--- src/rtl/stagger_pkg.sv ---
package stagger_pkg;
  typedef struct packed {
    logic vld;
    logic enc;
    logic pol;
  } lane_ctl_t;
endpackage

--- src/rtl/stagger_bi_encoder.sv ---
module stagger_bi_encoder #(
  parameter int W = 8
) (
  input  logic [W-1:0] prev_i,
  input  logic [W-1:0] data_i,
  input  logic         enc_en_i,
  input  logic         pol_i,
  output logic [W-1:0] word_o,
  output logic         flag_o
);
  localparam int CW = $clog2(W + 1);
  localparam logic [CW-1:0] HALF_CNT = CW'(W / 2);

  logic [W-1:0]  base;
  logic [W-1:0]  diff;
  logic [CW-1:0] cnt;

  assign base = data_i ^ {W{pol_i}};
  assign diff = base ^ prev_i;

  always_comb begin
    cnt = '0;
    for (int i = 0; i < W; i++) cnt = cnt + CW'(diff[i]);
  end

  // strict majority only: a tie stays uninverted
  assign flag_o = enc_en_i && (cnt > HALF_CNT);
  assign word_o = flag_o ? ~base : base;
endmodule

--- src/rtl/stagger_half_lane.sv ---
module stagger_half_lane
  import stagger_pkg::*;
#(
  parameter int W         = 8,
  parameter bit FALL_EDGE = 1'b0
) (
  input  logic         clk_i,
  input  logic         rst_ni,
  input  lane_ctl_t    ctl_i,
  input  logic [W-1:0] data_i,
  output logic [W-1:0] pad_o,
  output logic         oe_o,
  output logic         inv_o
);
  logic [W-1:0] pad_q;
  logic [W-1:0] nxt_word;
  logic         nxt_flag;

  stagger_bi_encoder #(.W(W)) u_enc (
    .prev_i  (pad_q),
    .data_i  (data_i),
    .enc_en_i(ctl_i.enc),
    .pol_i   (ctl_i.pol),
    .word_o  (nxt_word),
    .flag_o  (nxt_flag)
  );

  generate
    if (FALL_EDGE) begin : g_fall
      always_ff @(negedge clk_i or negedge rst_ni) begin
        if (!rst_ni) begin
          pad_q <= '0;
          inv_o <= 1'b0;
          oe_o  <= 1'b0;
        end else begin
          oe_o <= ctl_i.vld;
          if (ctl_i.vld) begin
            pad_q <= nxt_word;
            inv_o <= nxt_flag;
          end
        end
      end
    end else begin : g_rise
      always_ff @(posedge clk_i or negedge rst_ni) begin
        if (!rst_ni) begin
          pad_q <= '0;
          inv_o <= 1'b0;
          oe_o  <= 1'b0;
        end else begin
          oe_o <= ctl_i.vld;
          if (ctl_i.vld) begin
            pad_q <= nxt_word;
            inv_o <= nxt_flag;
          end
        end
      end
    end
  endgenerate

  assign pad_o = pad_q;
endmodule

--- src/rtl/stagger_bus_drv.sv ---
module stagger_bus_drv
  import stagger_pkg::*;
#(
  parameter int DATA_W = 16
) (
  input  logic              clk_i,
  input  logic              rst_ni,
  input  logic              valid_i,
  input  logic [DATA_W-1:0] data_i,
  input  logic              enc_en_i,
  input  logic              pol_i,
  output logic [DATA_W-1:0] pad_o,
  output logic [DATA_W-1:0] pad_oe_o,
  output logic [1:0]        inv_o
);
  localparam int H = DATA_W / 2;

  lane_ctl_t      lo_ctl;
  lane_ctl_t      hi_ctl_q;
  logic [H-1:0]   hi_data_q;
  logic [H-1:0]   lo_pad;
  logic [H-1:0]   hi_pad;
  logic           lo_oe;
  logic           hi_oe;

  assign lo_ctl = '{vld: valid_i, enc: enc_en_i, pol: pol_i};

  // upper half of the word is captured with the lower half, launched half a cycle later
  always_ff @(posedge clk_i or negedge rst_ni) begin
    if (!rst_ni) begin
      hi_ctl_q  <= '0;
      hi_data_q <= '0;
    end else begin
      hi_ctl_q <= lo_ctl;
      if (valid_i) hi_data_q <= data_i[DATA_W-1:H];
    end
  end

  stagger_half_lane #(.W(H), .FALL_EDGE(1'b0)) u_lo (
    .clk_i (clk_i),
    .rst_ni(rst_ni),
    .ctl_i (lo_ctl),
    .data_i(data_i[H-1:0]),
    .pad_o (lo_pad),
    .oe_o  (lo_oe),
    .inv_o (inv_o[0])
  );

  stagger_half_lane #(.W(H), .FALL_EDGE(1'b1)) u_hi (
    .clk_i (clk_i),
    .rst_ni(rst_ni),
    .ctl_i (hi_ctl_q),
    .data_i(hi_data_q),
    .pad_o (hi_pad),
    .oe_o  (hi_oe),
    .inv_o (inv_o[1])
  );

  assign pad_o    = {hi_pad, lo_pad};
  assign pad_oe_o = {{H{hi_oe}}, {H{lo_oe}}};
endmodule

--- config.mk ---
export PLATFORM = sky130hd
export DESIGN_NAME = stagger_bus_drv
export DESIGN_NICKNAME = d
export VERILOG_FILES = /design/src/rtl/stagger_pkg.sv /design/src/rtl/stagger_bi_encoder.sv /design/src/rtl/stagger_half_lane.sv /design/src/rtl/stagger_bus_drv.sv
export SDC_FILE = /design/constraint.sdc
export NUM_CORES = 1
export LEC_CHECK = 0
export ABC_AREA = 1
export BUFFER_PORTS_ARGS = -buffer_cell sky130_fd_sc_hd__buf_2
export CORE_UTILIZATION = 48
export CTS_BUF_LIST = sky130_fd_sc_hd__clkbuf_2 sky130_fd_sc_hd__clkbuf_4 sky130_fd_sc_hd__clkbuf_8
export CTS_CLUSTER_DIAMETER = 30
export DETAILED_ROUTE_END_ITERATION = 10
export MAX_ROUTING_LAYER = met4
export PLACE_DENSITY = 0.83
export SYNTH_ARGS = -nofsm -noshare
export SYNTH_HDL_FRONTEND = slang
export SYNTH_HIERARCHICAL = 1
export SYNTH_SLANG_ARGS = --single-unit
export TNS_END_PERCENT = 20
--- constraint.sdc ---
create_clock -name clk_i -period 9.4 [get_ports clk_i]
set_clock_uncertainty 0.2 [all_clocks]
set_input_delay 1.41 -clock clk_i [delete_from_list [all_inputs] [get_ports clk_i]]
set_output_delay 1.41 -clock clk_i [all_outputs]
set_load 0.05 [all_outputs]
* Word-level counts from Yosys, hierarchy flattened
Index checks and enable logic that the tools add are counted.
** Cells by class
- Reductions and logical operators :: 2
- $lt $le $gt $ge :: 2
- Mux-type cells :: 2
- Bitwise logic cells :: 6
- $add $sub $neg :: 14
** Operators by type and width (number)
- 4-bit by 1-bit adder with 4-bit output :: 8
- 8-bit bitwise XOR :: 4
- 8-bit 2-to-1 mux :: 2
- 8-bit NOT :: 2
- 3-bit by 1-bit adder with 4-bit output :: 2
- 4-bit by 3-bit > comparator with 1-bit output, second input constant :: 2
- 2-bit by 1-bit adder with 3-bit output :: 2
- 1-bit by 1-bit adder with 2-bit output :: 2
- 1-bit logical AND :: 2
** Storage, ports and cells
- Register bits after elaboration :: 30
- Output and inout bits :: 34

* Depth between registers and ports, before layout
- Depth in word-level cells :: 12
- Depth in mapped cells :: 20
- Mapped depth without buffers :: 19

* Hierarchy
The synthesis kept the hierarchy.
** Modules (own cells, without submodules)
- stagger_bi_encoder :: cells each 79, area each 578.1 um2, instances 2
- stagger_half_lane :: cells each 39, area each 366.6 um2, instances 2
- stagger_bus_drv :: cells each 53, area each 500.5 um2, instances 1

==> results.rst <==
.. list-table::
   :header-rows: 1

   * - Metric
     - Value
   * - Syn. warnings
     - 6
   * - Area of the multi-input gates
     - 0.00125 mm^2
   * - Sum of negative setup slack
     - 0 ns
   * - Number of storage elements in the synthesis netlist
     - 31
   * - # setup viols final
     - 0
   * - Data required time of the worst path
     - 4.64 ns
   * - Proportion of layout cells with a drive suffix above 1
     - 26.4%
   * - Post-synth top area cell
     - dfrtp_1
   * - Post-Syn Instances
     - 289
   * - Die outline height
     - 72.6 um
   * - Number of max-slew violations in the final report
     - 0
   * - Total of fill cells in the finished design
     - 468
   * - Number of buffers on the longest clock path
     - 2
   * - Final WL
     - 3960 um
   * - Hold_sp
     - u_hi/inv_o$_DFFE_NN0P_
   * - Die width
     - 72.6 um
   * - Nets@finish
     - 363
   * - Area share of the leading cell type in the synthesized netlist
     - 22.0%
   * - Vias in the first global route
     - 1597
   * - Element type at the critical path end
     - register
   * - Max-capacitance violation count
     - 0
   * - Worst setup timing slack at the placement stage
     - 0.218 ns
   * - Final-report hold violation count
     - 0
   * - CTS tree
     - done
   * - Buffers added on ports
     - 54
   * - DPL Wire Length
     - 3260 um
   * - Sequential cell area in the final layout
     - 777 um^2
   * - IO Count
     - 55
   * - Remaining antenna violation count after routing
     - 0
   * - Endpoint arrival time on the critical path
     - 4.33 ns
   * - First-pass DRT Iterations
     - 5
   * - GRT Total Usage
     - 17.1%
   * - Launching point of the worst reg2reg path
     - hi_ctl_q[0]$_DFF_PN0_
   * - H-tree lvl count
     - 2
   * - Pin count of the biggest net entering global routing
     - 32
   * - Clock Latency Late Sink
     - 0.29 ns
   * - Worst setup SP type
     - register
   * - Overall via count from detail_route
     - 1744
   * - Routability cong.
     - 0.832
   * - Number of vias per cell
     - 4.40
   * - Most frequent cells in the layout
     - nand2_1, buf_2, inv_1
   * - Distinct cell type count of the synthesized netlist
     - 17
   * - Area of the core
     - 0.00475 mm^2
   * - Clk root buf
     - clkbuf_8
   * - Worst slew slack as a fraction of its limit
     - 55.4%
   * - Setup repair after global routing missed its margin
     - false
   * - Min-delay worst type
     - register to register
   * - # DRC
     - 0
   * - Run status
     - finished, final reports clean
   * - Layout overhead on the synthesized area
     - 10.9%
   * - Slew of the pin with the lowest slew margin
     - 0.669 ns
   * - Violation count after the first detailed-route iteration
     - 56
   * - Total overflow reported by the global router
     - 0
   * - Leading cell type in the layout, fill and taps excluded
     - nand2_1
   * - Number of rows in the core area
     - 25
   * - Total inserted antenna cells
     - 0
   * - CP Launch Point
     - hi_ctl_q[0]$_DFF_PN0_
   * - Hold Buf Count CTS
     - 0
   * - Setup bufs post-CTS
     - 0
   * - Avg Inst Size Synth
     - 8.27 um^2
   * - Number of sinks on the clock net
     - 31
   * - Antenna violations before repair
     - 0
   * - Cts bufs inserted
     - 5
   * - Die outline area
     - 0.00526 mm^2
   * - Final worst setup slack
     - 0.314 ns
   * - Cell Count Post-Placement
     - 388
   * - Netlist area before placement
     - 0.00239 mm^2
   * - Clock-pin slew of the registers on the worst-case setup and hold paths
     - 0.06 ns
   * - Largest fanout of any net on the critical path
     - 9
   * - Critical path class
     - register to register
   * - Seq/Total Area, Yosys
     - 32.5%
   * - Wire length of the first global-routing pass
     - 6680 um
   * - Routed length per placed instance
     - 10.0 um
   * - Main area contributors after synthesis
     - dfrtp_1, nand2_1, dfrtn_1
   * - Starting density of the core
     - 50.3%
   * - Worst Hold Slack
     - 0.216 ns
   * - Final non-filler cell total
     - 396
   * - Net count after synthesis
     - 324
==> logic make-up (layout without fill, tap and decap cells) <==
| group | count (synthesis) | in the layout | synth area share [%] |
|---|---|---|---|
| XOR/XNOR | 32 | 32 | 18.6 |
| buffers and inverters | 68 | 108 | 15.1 |
| adder cells (fa/ha/maj) | 14 | 14 | 9.84 |
| flip-flops | 31 | 31 | 32.5 |
| AND/OR/NAND/NOR | 144 | 144 | 24.0 |
==> cell usage after synthesis, drive strengths merged <==
cell    count
xnor2      18
nand2     126
ha          6
nand3      18
clkbuf      2
xor2       14
dfrtp      21
fa          8
inv        45
dfrtn      10
buf        21
==> stage by stage <==
stage	utilization [%]	area (um^2)
2_1_floorplan	-	2390
3_3_place_gp	53.8	2560
3_5_place_dp	53.8	2560
4_1_cts	55.7	2650
5_1_grt	55.7	2650
6_report	55.7	2650
==> timing repair <==
item	4_1_cts	5_1_grt
endpoints found under the setup margin	0	7
resized for setup	0	1
hold endpoints to repair	0	0
==> layout make-up <==
| type | count | share of cell area [%] |
|---|---|---|
| flip-flops and latches | 31 | 29.3 |
| clock inverters | 3 | 0.755 |
| multi-input cells | 190 | 47.3 |
| repair buffers | 55 | 10.5 |
| clock buffers | 5 | 2.60 |
| well taps | 67 | 3.16 |
| inverters | 45 | 6.37 |
==> path summary, 6_finish.rpt <==
kind,end,slack (ns),cells past startpoint
max,u_hi/pad_o[5]$_DFFE_NN0P_,0.31,19
min,u_hi/inv_o$_DFFE_NN0P_,0.22,2
max reg2reg,u_hi/pad_o[5]$_DFFE_NN0P_,0.31,19
min reg2reg,u_hi/inv_o$_DFFE_NN0P_,0.22,2
max in group asynchronous,u_hi/oe_o$_DFF_NN0_,3.00,1
min in group asynchronous,hi_data_q[5]$_DFFE_PN0P_,0.95,1
==> per-layer routing <==
layer	track usage [%]	wire (um)
met4	7.19	70
met2	30.6	2100
met3	3.61	115
met1	18.2	1680
met5	-	0
==> flip-flops by register name (all words and copies together), names as in the netlist <==
signal / flops
hi_data_q: 8
u_hi/pad_o: 8
u_lo/pad_o: 8
hi_ctl_q: 3
u_hi/inv_o: 1
u_hi/oe_o: 1
u_lo/inv_o: 1
u_lo/oe_o: 1
==> critical path: stages (launching register included) <==
cell and delay (ns):
dfrtp_2 0.50, xnor2_2 0.19, xor2_1 0.17, fa_1 0.54, inv_1 0.06, fa_1 0.53
inv_1 0.05, fa_1 0.53, inv_1 0.04, ha_1 0.21, fa_1 0.48, inv_1 0.04
nand2_1 0.05, nand3_1 0.07, nand2_2 0.16, nand2_2 0.15, nand2_1 0.10, nand2_1 0.05
nand2_1 0.06, nand2_1 0.06
Power is not shown: default switching activity piles up to over one toggle a cycle in this logic, so the estimate is an artifact.
